--- src/rtl/hmb_pkg.sv ---
// Shared constants and types for the host mailbox interrupt block.
// Assumes two mailbox channels and three host request latches.
package hmb_pkg;

    localparam int NUM_CH  = 2;
    localparam int NUM_LAT = 3;

    // latch index order inside the latch field (lowest port bit first)
    localparam int LAT_HIRQ11 = 0;
    localparam int LAT_HIRQ1  = 1;
    localparam int LAT_HIRQ12 = 2;

    localparam int CTL_W = 3;

    // local control register: bit 0 slave enable, bits 2:1 IBF enables
    typedef struct packed {
        logic [NUM_CH-1:0] ibfie;
        logic              hie;
    } ctl_t;

endpackage

--- src/rtl/hmb_host_front.sv ---
// Host bus front end: brings the asynchronous host strobes, chip selects
// and address bit into the local clock domain and turns falling strobe
// edges into single-cycle write and outbound-read events per channel.
// Assumes select and address settle before the strobe falls.
module hmb_host_front #(
    parameter int SYNC_STAGES = 2
) (
    input  logic       clk,
    input  logic       rst_n,
    input  logic       cs1_n,
    input  logic       cs2_n,
    input  logic       a0,
    input  logic       rd_n,
    input  logic       wr_n,
    output logic [1:0] wr_evt,
    output logic [1:0] odr_rd
);

    localparam int         W    = 5;
    localparam logic [W-1:0] IDLE = 5'b01111; // {a0, cs2_n, cs1_n, wr_n, rd_n}

    logic [W-1:0] raw;
    logic [W-1:0] stage_q [SYNC_STAGES];
    logic [W-1:0] lvl;
    logic         rd_prev_q;
    logic         wr_prev_q;
    logic         rd_fall;
    logic         wr_fall;
    logic [1:0]   sel;

    assign raw = {a0, cs2_n, cs1_n, wr_n, rd_n};

    // synchroniser chain for all host control inputs
    always_ff @(posedge clk) begin
        if (!rst_n) begin
            for (int k = 0; k < SYNC_STAGES; k++) stage_q[k] <= IDLE;
        end else begin
            stage_q[0] <= raw;
            for (int k = 1; k < SYNC_STAGES; k++) stage_q[k] <= stage_q[k-1];
        end
    end

    assign lvl = stage_q[SYNC_STAGES-1];

    // previous strobe levels for edge detection
    always_ff @(posedge clk) begin
        if (!rst_n) begin
            rd_prev_q <= 1'b1;
            wr_prev_q <= 1'b1;
        end else begin
            rd_prev_q <= lvl[0];
            wr_prev_q <= lvl[1];
        end
    end

    // event decode: falling strobe qualified by channel select and address
    always_comb begin
        rd_fall = rd_prev_q & ~lvl[0];
        wr_fall = wr_prev_q & ~lvl[1];
        sel     = {~lvl[3], ~lvl[2]};
        wr_evt  = {2{wr_fall}} & sel;
        odr_rd  = {2{rd_fall & ~lvl[4]}} & sel;
    end

endmodule

--- src/rtl/hmb_ibf_chan.sv ---
// One inbound mailbox channel: data register, full flag and the gated
// input-full interrupt. A host write event outranks a local acknowledge.
module hmb_ibf_chan #(
    parameter int DATA_W = 8
) (
    input  logic              clk,
    input  logic              rst_n,
    input  logic              wr_evt_i,
    input  logic [DATA_W-1:0] wdata_i,
    input  logic              ack_i,
    input  logic              ie_i,
    output logic              full_o,
    output logic [DATA_W-1:0] data_o,
    output logic              irq_o
);

    logic              full_q;
    logic [DATA_W-1:0] data_q;

    // full flag and data capture; a fresh write keeps the flag set
    always_ff @(posedge clk) begin
        if (!rst_n) begin
            full_q <= 1'b0;
            data_q <= '0;
        end else begin
            if (ack_i) full_q <= 1'b0;
            if (wr_evt_i) begin
                full_q <= 1'b1;
                data_q <= wdata_i;
            end
        end
    end

    // interrupt follows the flag without a register stage
    assign irq_o  = full_q & ie_i;
    assign full_o = full_q;
    assign data_o = data_q;

endmodule

--- src/rtl/hmb_irq_latch.sv ---
// Local port data register with embedded host request latches.
// Latch bits need a read-0 then write-1 sequence to set; writing 0 or a
// host outbound read clears them, and the host clear wins. Bits outside
// the latch field are plain storage.
module hmb_irq_latch #(
    parameter int PORT_W   = 8,
    parameter int LAT_BASE = 3,
    parameter int NUM_LAT  = 3
) (
    input  logic               clk,
    input  logic               rst_n,
    input  logic               hie_i,
    input  logic               port_rd_i,
    input  logic               port_we_i,
    input  logic [PORT_W-1:0]  port_wdata_i,
    input  logic [NUM_LAT-1:0] host_clr_i,
    output logic [PORT_W-1:0]  port_rdata_o,
    output logic [NUM_LAT-1:0] lat_o,
    output logic [NUM_LAT-1:0] armed_o
);

    localparam int LAT_TOP = LAT_BASE + NUM_LAT;

    logic [PORT_W-1:0]  port_q;
    logic [NUM_LAT-1:0] armed_q;

    // port bits: plain storage or guarded request latches
    always_ff @(posedge clk) begin
        if (!rst_n) begin
            port_q <= '0;
        end else begin
            for (int b = 0; b < PORT_W; b++) begin
                if (b >= LAT_BASE && b < LAT_TOP) begin
                    if (port_we_i) begin
                        if (!port_wdata_i[b])
                            port_q[b] <= 1'b0;
                        else if (armed_q[b-LAT_BASE] && hie_i)
                            port_q[b] <= 1'b1;
                    end
                    if (host_clr_i[b-LAT_BASE]) port_q[b] <= 1'b0;
                end else if (port_we_i) begin
                    port_q[b] <= port_wdata_i[b];
                end
            end
        end
    end

    // arm flags: a read that sees 0 arms, any write consumes
    always_ff @(posedge clk) begin
        if (!rst_n) begin
            armed_q <= '0;
        end else if (port_we_i) begin
            armed_q <= '0;
        end else if (port_rd_i) begin
            armed_q <= ~port_q[LAT_BASE +: NUM_LAT];
        end
    end

    assign port_rdata_o = port_q;
    assign lat_o        = port_q[LAT_BASE +: NUM_LAT];
    assign armed_o      = armed_q;

endmodule

--- src/rtl/host_mbox_irq.sv ---
// Top of the dual-channel host mailbox interrupt logic. Holds the local
// control register, instantiates the host front end, one inbound channel
// per mailbox and the port register with its request latches, and gates
// the host request outputs with slave mode.
module host_mbox_irq
    import hmb_pkg::*;
#(
    parameter int DATA_W      = 8,
    parameter int PORT_W      = 8,
    parameter int LAT_BASE    = 3,
    parameter int SYNC_STAGES = 2
) (
    input  logic              clk,
    input  logic              rst_n,
    input  logic              host_cs1_n,
    input  logic              host_cs2_n,
    input  logic              host_a0,
    input  logic              host_rd_n,
    input  logic              host_wr_n,
    input  logic [DATA_W-1:0] host_wdata,
    input  logic              loc_ctl_we,
    input  logic [CTL_W-1:0]  loc_ctl_wdata,
    input  logic [1:0]        loc_idr_ack,
    input  logic              loc_port_rd,
    input  logic              loc_port_we,
    input  logic [PORT_W-1:0] loc_port_wdata,
    output logic [PORT_W-1:0] loc_port_rdata,
    output logic [DATA_W-1:0] idr1_q,
    output logic [DATA_W-1:0] idr2_q,
    output logic [1:0]        idr_full,
    output logic              irq_ibf1,
    output logic              irq_ibf2,
    output logic              hirq11,
    output logic              hirq1,
    output logic              hirq12
);

    ctl_t               ctl_q;
    logic [1:0]         wr_evt;
    logic [1:0]         odr_rd;
    logic [DATA_W-1:0]  idr_data [NUM_CH];
    logic [NUM_CH-1:0]  ibf_irq;
    logic [NUM_LAT-1:0] lat_clr;
    logic [NUM_LAT-1:0] lat;
    logic [NUM_LAT-1:0] armed;

    // local control register: slave enable and interrupt enables
    always_ff @(posedge clk) begin
        if (!rst_n)         ctl_q <= '0;
        else if (loc_ctl_we) ctl_q <= ctl_t'(loc_ctl_wdata);
    end

    hmb_host_front #(.SYNC_STAGES(SYNC_STAGES)) u_front (
        .clk    (clk),
        .rst_n  (rst_n),
        .cs1_n  (host_cs1_n),
        .cs2_n  (host_cs2_n),
        .a0     (host_a0),
        .rd_n   (host_rd_n),
        .wr_n   (host_wr_n),
        .wr_evt (wr_evt),
        .odr_rd (odr_rd)
    );

    for (genvar c = 0; c < NUM_CH; c++) begin : g_ch
        hmb_ibf_chan #(.DATA_W(DATA_W)) u_chan (
            .clk      (clk),
            .rst_n    (rst_n),
            .wr_evt_i (wr_evt[c]),
            .wdata_i  (host_wdata),
            .ack_i    (loc_idr_ack[c]),
            .ie_i     (ctl_q.ibfie[c]),
            .full_o   (idr_full[c]),
            .data_o   (idr_data[c]),
            .irq_o    (ibf_irq[c])
        );
    end

    // outbound read of channel 1 clears two latches, channel 2 one
    always_comb begin
        lat_clr             = '0;
        lat_clr[LAT_HIRQ11] = odr_rd[1];
        lat_clr[LAT_HIRQ1]  = odr_rd[0];
        lat_clr[LAT_HIRQ12] = odr_rd[0];
    end

    hmb_irq_latch #(
        .PORT_W   (PORT_W),
        .LAT_BASE (LAT_BASE),
        .NUM_LAT  (NUM_LAT)
    ) u_latch (
        .clk          (clk),
        .rst_n        (rst_n),
        .hie_i        (ctl_q.hie),
        .port_rd_i    (loc_port_rd),
        .port_we_i    (loc_port_we),
        .port_wdata_i (loc_port_wdata),
        .host_clr_i   (lat_clr),
        .port_rdata_o (loc_port_rdata),
        .lat_o        (lat),
        .armed_o      (armed)
    );

    // output mapping with slave-mode gating of the host requests
    assign idr1_q   = idr_data[0];
    assign idr2_q   = idr_data[1];
    assign irq_ibf1 = ibf_irq[0];
    assign irq_ibf2 = ibf_irq[1];
    assign hirq11   = lat[LAT_HIRQ11] & ctl_q.hie;
    assign hirq1    = lat[LAT_HIRQ1]  & ctl_q.hie;
    assign hirq12   = lat[LAT_HIRQ12] & ctl_q.hie;

endmodule

--- config.mk ---
export PLATFORM = sky130hd
export DESIGN_NAME = host_mbox_irq
export DESIGN_NICKNAME = d
export VERILOG_FILES = /design/src/rtl/hmb_pkg.sv /design/src/rtl/hmb_host_front.sv /design/src/rtl/hmb_ibf_chan.sv /design/src/rtl/hmb_irq_latch.sv /design/src/rtl/host_mbox_irq.sv
export SDC_FILE = /design/constraint.sdc
export NUM_CORES = 1
export LEC_CHECK = 0
export ABC_AREA = 1
export ABC_CLOCK_PERIOD_IN_PS = 1200
export BUFFER_PORTS_ARGS = -buffer_cell sky130_fd_sc_hd__buf_2
export CAP_MARGIN = 5
export CORE_MARGIN = 5
export CORE_UTILIZATION = 45
export CTS_CLUSTER_SIZE = 16
export DETAILED_ROUTE_END_ITERATION = 10
export PLACE_DENSITY = 0.73
export SYNTH_ARGS = -nofsm -noshare
export SYNTH_HDL_FRONTEND = slang
export SYNTH_SLANG_ARGS = --single-unit
--- constraint.sdc ---
create_clock -name clk -period 1.2 [get_ports clk]
set_clock_uncertainty 0.2 [all_clocks]
set_input_delay 0.24 -clock clk [delete_from_list [all_inputs] [get_ports clk]]
set_output_delay 0.24 -clock clk [all_outputs]
set_load 0.1 [all_outputs]
==> out/qor.txt <==
Root Driver - clkbuf_8
H-Tree Depth - 2
RSZ-0062 raised after global routing - true
Period utilization - 120.9%
Die height - 71.36 um
Die Wd - 71.36 um
IO Pins - 62
Grt ovf - 0
First-pass GRT wire length - 7.389 mm
Final antenna-violating net count - 0
Syn Nets - 262
Vias in the first global route - 1712
Arrival time worst endpoint - 1.01 ns
PortBufs - 61
Failing checks - setup timing
Setup violators final - 31
Max Cap Violations - 0
Leak - 1.479 nW
Cell row count - 22
Max clock buf depth - 2
Routed wire per std cell - 12.89 um
Worst-path cell chain - nand2_4 > clkinvlp_4 > buf_12
Hold Vio Cnt, Final - 0
Place WS - -0.1876 ns
Drt pass-1 iters - 4
DP Area - 2601 um2
Core ar. - 3661 um2
Post-synthesis cell count - 231
Area Growth Syn to Fin - 80.50%
Startpoint Class - flop
Slew Limit Fails - 0
Fin util - 83.53%
Gr usage total - 18.11%
Gpl congestion - 0.7800
Largest net degree at the start of global routing - 22
Mean post-synth cell area - 7.334 um2
Yosys Warn Count - 0
Required @ worst endpoint - 0.76 ns
Post-DP HPWL - 2.981 mm
Commonest non-fill, non-tap cell in the layout - nor2_1
Worst Setup Path Type - reg -> out
Drt drc - 0
Vias after detailed routing - 1734
Largest stage delay on the critical path - 0.41 ns
Critical path fanouts, max - 5
Max Fclk - 0.6894 GHz
Max VDD drop - 797.6 uV
Sequential share of the synthesized area - 51.99%
Clk sinks - 44
Commonest non-fill, non-tap cells in the layout - nor2_1 (60), nand2_1 (44), buf_12 (32)
Fill cell count - 191
Crit end category - primary output
DIE AREA - 5092 um2
R2r setup slk - 0.02 ns
Share of layout cells above drive strength 1 - 42.55%
Yosys reg bits - 44
Number of buffers created by CTS - 5
Worst hold path type - in -> reg
Setup WS post-layout - -0.2506 ns
Clock transition at path regs - 0.07 ns
Worst-skew pair later-pin latency - 0.30 ns
Slew @ Worst Pin - 0.2716 ns
Nets@finish - 359
FF/Latch Area - 933.4 um2
Rel. slew slack - 81.87%
PD cells - 975.5 nW/um2
CP max stage cell - dfxtp_4
Post-layout min period - 1.451 ns
Initial DRC Count - 87
Initial antenna violation count - 0
Number of library cell types mapped by synthesis - 15
Setup TNS - -3.268 ns
Post-synthesis cell area - 1694 um2
Ant diodes - 0
Footprint of the multi-input gates - 696.9 um2
Initial Util - 46.27%
Detailed Route WL - 4.860 mm
CTS tree - done
Vias/cell - 4.599
Status - finished, violations left
Design area - 3058 um2
-- registers in the layout, summed over array words and instances (netlist names) --
register and count:
u_latch.armed_o 3, ctl_q 3, u_front.wr_prev_q 1, u_front.rd_prev_q 1
g_ch.u_chan.full_o 2, u_latch.port_rdata_o 8, u_front.stage_q 10, g_ch.u_chan.data_o 16
-- what timing repair did --
| item | in CTS | in global routing |
|---|---|---|
| gates resized for setup | 9 | 13 |
| gates cloned | 0 | 4 |
| setup endpoints to repair | 31 | 53 |
| hold buffers | 23 | 0 |
| pin swaps | 2 | 2 |
| hold endpoints to repair | 28 | 0 |
| buffers inserted | 4 | 2 |
-- routing by layer --
metal | global-route usage, % | share of wire [%] | up-vias
met5 | 0 | 0 | -
met4 | 7.724 | 2.3 | 0
met3 | 4.208 | 5.0 | 16
met2 | 32.55 | 53 | 52
met1 | 20.31 | 40 | 792
li1 | - | - | 874
-- area by class of cell --
cell class / count / share of cell area, %
sequential: 44 / 30.52
multi-input combinational: 145 / 22.79
clock buffer: 8 / 2.946
timing repair buffer: 95 / 36.54
inverter: 37 / 5.237
tap: 48 / 1.964
-- Yosys cell counts, drive strengths merged --
cell     n  area [um2]
buf      7       57.55
clkbuf   2       7.510
o21ai   11       55.05
inv     37       138.9
nand3    6       55.05
dfxtp   44       880.8
nor2    60       225.2
or2     10       62.56
a21oi    3       15.01
nand2   51       196.4
-- power by group --
group	switching, mW	internal (mW)	total (mW)
sequential	0.0443	1.50	1.55
clock	0.466	0.469	0.936
combinational	0.279	0.221	0.500
-- worst max-delay path, delay by kind of cell, from the launching register on --
kind                   cells  cell delay, ns
buffers and inverters      2            0.25
AND/OR/NAND/NOR            1            0.06
flip-flops                 1            0.41
-- path summary, 6_finish.rpt --
kind | startpoint | cells past startpoint | to
hold reg to reg | u_front.stage_q[0][1] | 1 | u_front.stage_q[0][6]
setup reg to reg | u_front.stage_q[0][6] | 5 | g_ch[1].u_chan.data_o[2]
hold / removal | loc_ctl_wdata[0] | 3 | ctl_q[0]
setup / recovery | ctl_q[0] | 3 | hirq12
-- kinds of logic after synthesis --
logic type | Yosys count | synth area share (%)
simple gates | 127 | 31.83
buf+inv | 46 | 12.04
flops | 44 | 51.99
compound gates | 14 | 4.135
-- through the flow --
stage               power [mW]  instances  hold slack [ns]
global placement         1.988        338           0.1960
global route             3.083        377          0.05626
detailed placement       1.997        338           0.1997
finish                   2.983        377          0.02146
floorplan                1.813        231           0.1294
CTS                      2.975        373          0.01745
(Power assumes the default switching activity.)
